$ cat src/rtl/cdiv_pkg.sv
`timescale 1ns/1ps
// Shared defaults and types for the two-stage prescaler.
package cdiv_pkg;

    // Width of the power-of-two selector; the binary stage spans 2^POW_W bits.
    localparam int unsigned CDIV_POW_W = 2;
    // Width of the modulo compare value; an all-zero value stands for 2^MOD_W.
    localparam int unsigned CDIV_MOD_W = 8;

    // Registered state of the top-level output stage.
    typedef struct packed {
        logic tick;
    } cdiv_out_state_t;

endpackage

$ cat src/rtl/cdiv_pow2_stage.sv
`timescale 1ns/1ps
// Binary stage: issues a stride pulse every 2^(sel+1) enabled clocks.
module cdiv_pow2_stage #(
    parameter int unsigned POW_W = cdiv_pkg::CDIV_POW_W,
    localparam int unsigned CNT_W = 1 << POW_W
) (
    input  logic             clk_i,
    input  logic             rst_ni,
    input  logic             run_i,
    input  logic             restart_i,
    input  logic [POW_W-1:0] sel_i,
    output logic             stride_o,
    output logic [CNT_W-1:0] cnt_o,
    output logic [CNT_W-1:0] lim_o
);

    typedef struct packed {
        logic [CNT_W-1:0] cnt;
    } state_t;

    state_t state_d, state_q;
    logic [CNT_W-1:0] lim_w;

    // Terminal count has the low sel+1 bits set.
    for (genvar b = 0; b < CNT_W; b++) begin : g_lim
        assign lim_w[b] = (POW_W'(b) <= sel_i);
    end

    always_comb begin
        state_d  = state_q;
        stride_o = 1'b0;
        if (!run_i) begin
            state_d.cnt = '0;
        end else if (state_q.cnt == lim_w) begin
            stride_o    = 1'b1;
            state_d.cnt = '0;
        end else begin
            state_d.cnt = state_q.cnt + CNT_W'(1);
        end
        // Realign with the modulo stage at each full period.
        if (restart_i) begin
            state_d.cnt = '0;
        end
    end

    always_ff @(posedge clk_i or negedge rst_ni) begin
        if (!rst_ni) begin
            state_q <= '0;
        end else begin
            state_q <= state_d;
        end
    end

    assign cnt_o = state_q.cnt;
    assign lim_o = lim_w;

endmodule

$ cat src/rtl/cdiv_mod_stage.sv
`timescale 1ns/1ps
// Modulo stage: counts stride pulses and flags the N-th one as a wrap.
module cdiv_mod_stage #(
    parameter int unsigned MOD_W = cdiv_pkg::CDIV_MOD_W
) (
    input  logic             clk_i,
    input  logic             rst_ni,
    input  logic             run_i,
    input  logic             stride_i,
    input  logic [MOD_W-1:0] mod_i,
    output logic             wrap_o,
    output logic [MOD_W-1:0] cnt_o
);

    typedef struct packed {
        logic [MOD_W-1:0] cnt;
    } state_t;

    state_t state_d, state_q;
    logic [MOD_W-1:0] last_w;

    // Subtracting one from zero gives all ones, so zero means 2^MOD_W.
    assign last_w = mod_i - MOD_W'(1);

    always_comb begin
        state_d = state_q;
        wrap_o  = 1'b0;
        if (!run_i) begin
            state_d.cnt = '0;
        end else if (stride_i) begin
            if (state_q.cnt == last_w) begin
                wrap_o      = 1'b1;
                state_d.cnt = '0;
            end else begin
                state_d.cnt = state_q.cnt + MOD_W'(1);
            end
        end
    end

    always_ff @(posedge clk_i or negedge rst_ni) begin
        if (!rst_ni) begin
            state_q <= '0;
        end else begin
            state_q <= state_d;
        end
    end

    assign cnt_o = state_q.cnt;

endmodule

$ cat src/rtl/cdiv_cfg_hold.sv
`timescale 1ns/1ps
// Shadow copy of the divide settings.
// It follows the inputs while stopped and reloads only at a period boundary.
module cdiv_cfg_hold #(
    parameter int unsigned POW_W = cdiv_pkg::CDIV_POW_W,
    parameter int unsigned MOD_W = cdiv_pkg::CDIV_MOD_W
) (
    input  logic             clk_i,
    input  logic             rst_ni,
    input  logic             run_i,
    input  logic             wrap_i,
    input  logic [POW_W-1:0] pow_i,
    input  logic [MOD_W-1:0] mod_i,
    output logic [POW_W-1:0] pow_o,
    output logic [MOD_W-1:0] mod_o
);

    typedef struct packed {
        logic [POW_W-1:0] pow;
        logic [MOD_W-1:0] modv;
    } state_t;

    state_t state_d, state_q;

    always_comb begin
        state_d = state_q;
        if (!run_i || wrap_i) begin
            state_d.pow  = pow_i;
            state_d.modv = mod_i;
        end
    end

    always_ff @(posedge clk_i or negedge rst_ni) begin
        if (!rst_ni) begin
            state_q <= '0;
        end else begin
            state_q <= state_d;
        end
    end

    assign pow_o = state_q.pow;
    assign mod_o = state_q.modv;

endmodule

$ cat src/rtl/two_stage_prescaler.sv
`timescale 1ns/1ps
// Two-stage count-clock prescaler: binary stage, then modulo stage,
// then a registered one-cycle output pulse.
module two_stage_prescaler #(
    parameter int unsigned POW_W = cdiv_pkg::CDIV_POW_W,
    parameter int unsigned MOD_W = cdiv_pkg::CDIV_MOD_W,
    localparam int unsigned CNT_W = 1 << POW_W
) (
    input  logic             clk_i,
    input  logic             rst_ni,
    input  logic             enable_i,
    input  logic [POW_W-1:0] pow_sel_i,
    input  logic [MOD_W-1:0] modulus_i,
    output logic             tick_o
);

    import cdiv_pkg::*;

    logic             stride_w;
    logic             wrap_w;
    logic [CNT_W-1:0] pow_cnt_w;
    logic [CNT_W-1:0] pow_lim_w;
    logic [MOD_W-1:0] mod_cnt_w;
    logic [POW_W-1:0] act_pow_w;
    logic [MOD_W-1:0] act_mod_w;

    cdiv_out_state_t out_d, out_q;

    cdiv_cfg_hold #(
        .POW_W(POW_W),
        .MOD_W(MOD_W)
    ) i_cfg_hold (
        .clk_i (clk_i),
        .rst_ni(rst_ni),
        .run_i (enable_i),
        .wrap_i(wrap_w),
        .pow_i (pow_sel_i),
        .mod_i (modulus_i),
        .pow_o (act_pow_w),
        .mod_o (act_mod_w)
    );

    cdiv_pow2_stage #(
        .POW_W(POW_W)
    ) i_pow2_stage (
        .clk_i    (clk_i),
        .rst_ni   (rst_ni),
        .run_i    (enable_i),
        .restart_i(wrap_w),
        .sel_i    (act_pow_w),
        .stride_o (stride_w),
        .cnt_o    (pow_cnt_w),
        .lim_o    (pow_lim_w)
    );

    cdiv_mod_stage #(
        .MOD_W(MOD_W)
    ) i_mod_stage (
        .clk_i   (clk_i),
        .rst_ni  (rst_ni),
        .run_i   (enable_i),
        .stride_i(stride_w),
        .mod_i   (act_mod_w),
        .wrap_o  (wrap_w),
        .cnt_o   (mod_cnt_w)
    );

    always_comb begin
        out_d      = out_q;
        out_d.tick = wrap_w && enable_i;
    end

    always_ff @(posedge clk_i or negedge rst_ni) begin
        if (!rst_ni) begin
            out_q <= '0;
        end else begin
            out_q <= out_d;
        end
    end

    assign tick_o = out_q.tick;

endmodule

$ cat config.mk
export PLATFORM = sky130hd
export DESIGN_NAME = two_stage_prescaler
export DESIGN_NICKNAME = d
export VERILOG_FILES = /design/src/rtl/cdiv_pkg.sv /design/src/rtl/cdiv_pow2_stage.sv /design/src/rtl/cdiv_mod_stage.sv /design/src/rtl/cdiv_cfg_hold.sv /design/src/rtl/two_stage_prescaler.sv
export SDC_FILE = /design/constraint.sdc
export NUM_CORES = 1
export LEC_CHECK = 0
export BUFFER_PORTS_ARGS = -buffer_cell sky130_fd_sc_hd__buf_4
export CAP_MARGIN = 20
export CORE_ASPECT_RATIO = 1.5
export CORE_MARGIN = 1
export CORE_UTILIZATION = 35
export CTS_CLUSTER_SIZE = 40
export DETAILED_ROUTE_END_ITERATION = 16
export PLACE_DENSITY = 0.66
export SYNTH_ARGS = -nofsm -noshare
export SYNTH_HDL_FRONTEND = slang
export SYNTH_SLANG_ARGS = --single-unit
$ cat constraint.sdc
create_clock -name clk_i -period 2.6 [get_ports clk_i]
set_input_delay 0.39 -clock clk_i [delete_from_list [all_inputs] [get_ports clk_i]]
set_output_delay 0.39 -clock clk_i [all_outputs]
set_load 0.005 [all_outputs]
==> results of run 1 <==
power by group:
part           total (uW)  switching, uW  internal [uW]  leakage, uW
combinational         153           75.5           77.9     0.000395
clock                 226            119            107    0.0000255
sequential            404           25.8            378     0.000295
metrics by stage:
step,area (sq um),total power (uW),std cells,hold slack (ns)
after global placement,1540,560,189,0.296
after global routing,1580,830,193,0.0184
final,1580,784,193,-0.00351
after CTS,1580,793,193,0.00368
after floorplan,1370,514,133,0.0944
after detailed placement,1540,567,189,0.303
path summary, 6_finish.rpt:
check	start	to	slack, ns	cells past startpoint
max	i_cfg_hold.mod_o[1]	i_cfg_hold.mod_o[1]	0.18	9
min	rst_ni	i_cfg_hold.mod_o[1]	-0.004	1
max reg2reg	i_cfg_hold.mod_o[1]	i_cfg_hold.mod_o[1]	0.18	9
min reg2reg	i_pow2_stage.cnt_o[0]	i_pow2_stage.cnt_o[0]	0.51	1
max in group asynchronous	rst_ni	i_pow2_stage.cnt_o[0]	2.37	1
min in group clk_i	modulus_i[0]	i_cfg_hold.mod_o[0]	0.34	2
cell type report:
class,count,share of cell area [%]
inverters,4,0.949
clock inverters,1,0.316
repair buffers,18,9.33
clock buffers,3,2.61
well taps,43,3.40
multi-input cells,101,47.0
flip-flops and latches,23,36.4
kinds of logic (layout without fill, tap and decap cells):
family                   after synthesis  after routing  share of synthesized area (%)
AND/OR/NAND/NOR                       49             49                           18.0
AO/OA/AOI/OAI                         21             21                           12.1
buffers and inverters                  9             26                           3.65
flip-flops                            23             23                           42.0
multiplexers                          11             11                           10.6
adder cells (fa/ha/maj)                3              3                           2.74
XOR/XNOR                              17             17                           10.9
sequential cells by signal, summed over array words and instances, names as in the netlist:
register,flops
i_pow2_stage.cnt_o,4
tick_o,1
i_cfg_hold.mod_o,8
i_mod_stage.cnt_o,8
i_cfg_hold.pow_o,2
placed cells by master (no fill, tap or decap), drive strengths merged, types with 5 or more instances in the layout:
cell / netlist / routed
a21oi: 5 / 5
buf: 3 / 18
nand4: 6 / 6
nor2: 15 / 15
xnor2: 7 / 7
xor2: 10 / 10
dfrtp: 23 / 23
mux2: 10 / 10
nand2: 10 / 10
layer usage:
| layer | wire (um) | vias up |
|---|---|---|
| met4 | 49 | 0 |
| met3 | 50 | 5 |
| met1 | 1190 | 500 |
| met5 | 0 | - |
| met2 | 1290 | 14 |
| li1 | - | 505 |
==> summary.txt, run 1 <==
Die Area: 4170 sq um
Max H-tree Level: 1
Final net count: 167
Hpwl dp: 1.92 mm
Slowest-stage cell, CP: dfrtp_1
Final period util: 93.0%
CTS Hold Bufs: 0
Fin util: 42.6%
Pins Over Slew Limit: 0
Setup TNS: 0 ns
Flops & latches, synth: 23
Detailed Routing Iterations Pass 1: 4
Number of global-route vias before repair: 1,041
Final hold violations: 9
CTS Root Buffer Type: clkbuf_8
Vias: 1,024
Met3 Usage GRT: 1.74%
Area leader, netlist: dfrtp_1
# port buffers: 13
Crit path max-delay family: compound AO/OA/AOI/OAI gates
Pwr Density: 495 nW/um^2
Top cells by count, synth: 23 x dfrtp_1, 14 x nor2_1, 10 x nand2_1, 10 x xor2_1, 7 x xnor2_1
Status: complete, but fails checks
Min-Delay Path Class: in2async
Top post-synthesis cells by area: dfrtp_1 42%, mux2_4 6.6%, xor2_1 6.4%
Post-Syn Area: 1370 sq um
Crit path max fanout: 14
Leak: 0.000716 uW
FF/Latch Area: 576 sq um
Post-synth EDFFs: 0
CTS tree: built
Crit-path cells: inv_1 -> ha_1 -> o21bai_1 -> a211o_2 -> a21oi_1 -> nor2_2 -> o41ai_4 -> buf_12 -> mux2_2
Total GRT Usage: 15.0%
Grt total ovfl: 0
Initial core utilization: 36.9%
Fmax: 414 MHz
Average instance area after synthesis: 10.3 sq um
Busiest grt layer: met2
DP Worst Slack: 0.178 ns
CP endpoint kind: flip-flop
Clock slew at reported path FFs: 0.08 ns
Largest net degree at the start of global routing: 24
DIE HEIGHT: 78.6 um
CP Data Required Time: 2.76 ns
Failing checks: hold timing
Post-synth top flop: dfrtp_1
# rows: 27
Synth top area share: 42.0%
Postcts setup bufs: 0
Drt drc: 0
WP data arrival: 2.58 ns
VDD IR max: 0.289 mV
Hold Slack: -0.00351 ns
RSZ-0062 raised after global routing: no
Slack of the critical path: 0.183 ns
Routed WL per cell: 13.4 um
Count leader, synth: dfrtp_1
Worst slew margin: 62.8%
Ant. Diodes: 0
Grt met2 use: 25.4%
Max cap viols: 0
Drt initial violations: 37
Clock skew: 0.00370 ns
Final-report setup violation count: 0
CTS Buf Count: 3
Post-synth ARST share: 100%
Core Area: 3720 sq um
Cell count after synthesis: 133
ANT nets after route: 0
Unique masters post-synth: 38
First-pass GRT wire length: 4.69 mm
Layout cells sized above 1: 26.7%
Tmin final: 2.42 ns
# resized after CTS: 0
Ys Warns: 0
Max clock buf depth: 2
Clock Sinks: 23
Worst Setup Start Kind: flip-flop
Worst-Margin Slew: 0.559 ns
Number of primary I/O pins: 14
Number of fillers in the final layout: 372
Sequential fraction of the synthesis area: 42.0%
Clock Latency Late Sink: 0.27 ns
Worst Setup Path Type: reg2reg
GPL Wtd Cong: 0.835
CP peak stage delay: 0.41 ns
WL final: 2.58 mm
Antenna violations before repair: 0
Syn_nets: 149
Vias per Instance: 5.31
Area occupied by multi-input gates: 744 sq um
Layout overhead on the synthesized area: 15.5%
Die Span X: 53.1 um
WP buf/inv: 2
M1 GR Usage: 19.1%
Power figures use the tool's default switching activity.
==> inputs of run 2 (changes only) <==
Settings changed: ABC_AREA from default to 1, CORE_UTILIZATION 35 to 50, PLACE_DENSITY 0.66 to 0.84, SETUP_SLACK_MARGIN from default to 0.2.
==> summary.txt, run 2 <==
Reg power frac: 50.6%
Syn_nets: 213
VDD IR max: 0.378 mV
WL final: 2.80 mm
Post-Syn Area: 1500 sq um
# port buffers: 13
CTS Buf Count: 3
Leak: 0.000849 uW
# rows: 24
RSZ-0062 raised after global routing: no
Number of global-route vias before repair: 1,118
# resized after CTS: 0
Clock slew at reported path FFs: 0.08 ns
Pins Over Slew Limit: 0
Final period util: 70.7%
Commonest non-fill, non-tap cell in the layout: nand2_1
First-pass GRT wire length: 4.84 mm
Drt drc: 0
Clock Latency Late Sink: 0.27 ns
Top post-synthesis cells by area: dfrtp_1 38%, nand2_1 15%, nand3_1 7.0%
Hpwl dp: 2.18 mm
CP endpoint kind: flip-flop
Status: complete, but fails checks
Post-synth EDFFs: 0
Clk pwr share: 27.7%
Critical Path Source: i_cfg_hold.mod_o[0]
Area leader, netlist: dfrtp_1
Worst-Margin Slew: 0.320 ns
Switching Fraction: 31.2%
Layout cells sized above 1: 17.1%
Clock skew: 0.00258 ns
GPL Wtd Cong: 0.851
Fmax: 544 MHz
Crit path max fanout: 11
Ant. Diodes: 0
Final-report setup violation count: 0
R2R depth: 13
Reg2Reg Setup Slack: 0.76 ns
CTS Hold Bufs: 0
Initial core utilization: 52.0%
Post-synth top flop: dfrtp_1
Top cells by count, synth: 59 x nand2_1, 23 x dfrtp_1, 22 x inv_1, 21 x nand3_1, 17 x nor2_1
Final net count: 227
Routed WL per cell: 11.3 um
Int Power: 559 uW
Max clock buf depth: 2
Slack of the critical path: 0.762 ns
Setup TNS: 0 ns
Largest net degree at the start of global routing: 24
Number of primary I/O pins: 14
DP Worst Slack: 0.768 ns
R2R Path Start: i_cfg_hold.mod_o[0]
Average instance area after synthesis: 7.62 sq um
Synth top area share: 38.4%
ANT nets after route: 0
DIE HEIGHT: 69.1 um
Worst Setup Path Type: reg2reg
Worst slew margin: 78.6%
Post-synth ARST share: 100%
Vias per Instance: 4.93
Sequential fraction of the synthesis area: 38.4%
DP Area: 1600 sq um
Count leader, synth: nand2_1
CTS tree: built
Max cap viols: 0
Total GRT Usage: 20.6%
Worst Setup EP: i_cfg_hold.pow_o[1]
Core Area: 2880 sq um
Area occupied by multi-input gates: 795 sq um
Min-Delay Path Class: in2async
CTS Root Buffer Type: clkbuf_8
Number of fillers in the final layout: 271
Postcts setup bufs: 0
Comb power frac: 21.7%
Detailed Routing Iterations Pass 1: 4
Flops & latches, synth: 23
FF/Latch Area: 576 sq um
Capturing point of the worst reg2reg path: i_cfg_hold.pow_o[1]
Failing checks: hold timing
Hold Slack: -0.00476 ns
Drt initial violations: 29
Vias: 1,228
Ys Warns: 0
Pwr Density: 493 nW/um^2
Tmin final: 1.84 ns
Cell count after synthesis: 197
Worst Setup Start Kind: flip-flop
Final hold violations: 16
Die Area: 3230 sq um
Net Switching: 253 uW
Most frequent cells in the layout: 59 x nand2_1, 23 x dfrtp_1, 22 x inv_1, 21 x nand3_1, 17 x nor2_1
Grt total ovfl: 0
Total power: 812 uW
Clock Sinks: 23
WP data arrival: 2.05 ns
Cell area after layout: 1650 sq um
Unique masters post-synth: 26
CP Data Required Time: 2.81 ns
Max H-tree Level: 1
Layout overhead on the synthesized area: 9.92%
Die Span X: 46.7 um
Antenna violations before repair: 0
[run 2: cell count changes in the layout (fill, tap and decap cells not counted), moves of 4 or more]
| cell | before | now |
|---|---|---|
| mux2_2 | 4 | 0 |
| mux2_4 | 6 | 0 |
| xor2_1 | 10 | 6 |
| nand3_1 | 3 | 21 |
| nand2_2 | 0 | 5 |
| nand2_1 | 10 | 59 |
| inv_1 | 4 | 22 |
| buf_4 | 17 | 13 |
[run 2: final cells by class]
cell class                 count  area share (%)
multi-input combinational    147            48.2
sequential                    23            34.9
timing repair buffer          13            5.92
inverter                      23            5.24
tap                           39            2.96
clock buffer                   3            2.50
clock inverter                 1           0.303
[run 2: power by group through the flow]
stage | clock, uW | combinational (uW) | sequential (uW)
final | 225 | 176 | 411
after floorplan | 0 | 137 | 410
after global routing | 240 | 204 | 415
after detailed placement | 0 | 177 | 418
after global placement | 0 | 175 | 417
after CTS | 227 | 178 | 411
[run 2: worst max-delay path: stages (launching register included)]
cell,delay (ns)
dfrtp_1,0.39
inv_2,0.08
ha_1,0.23
inv_1,0.06
nand2_1,0.06
nand2_1,0.07
nand2_1,0.04
nand2_1,0.07
nand3_1,0.11
nor2_2,0.17
nand3_4,0.18
nand2_4,0.16
nand2_1,0.07
nand2_1,0.06
[run 2: per-stage QoR]
stage               instances  utilization [%]  hold WS, ns
global placement          245             55.6        0.295
finish                    249             57.2     -0.00476
floorplan                 197                -       0.0944
CTS                       249             57.2      0.00326
detailed placement        245             55.6        0.296
global route              249             57.2       0.0148
[run 2: worst min-delay path by stage]
stage	from	to	slack [ns]	cells after the start
after floorplan	rst_ni	i_cfg_hold.mod_o[0]	0.09	0
after global placement	rst_ni	i_mod_stage.cnt_o[5]	0.29	1
after detailed placement	rst_ni	i_mod_stage.cnt_o[5]	0.30	1
after CTS	rst_ni	i_mod_stage.cnt_o[5]	0.003	1
after global routing	rst_ni	i_mod_stage.cnt_o[5]	0.01	1
final	rst_ni	i_mod_stage.cnt_o[5]	-0.005	1
[run 2: kinds of logic after synthesis]
group / synth area share (%)
buffers and inverters: 8.67
AO/OA/AOI/OAI: 3.17
XOR/XNOR: 5.84
adder cells (fa/ha/maj): 2.50
flip-flops: 38.4
AND/OR/NAND/NOR: 41.5
[run 2: layer usage]
metal  part of all wire [%]  track usage [%]  wire, um
met5                      0                0         0
met4                    2.6             9.84        72
met3                    2.1             2.62        60
met2                     52             32.6      1470
met1                     43             26.7      1200
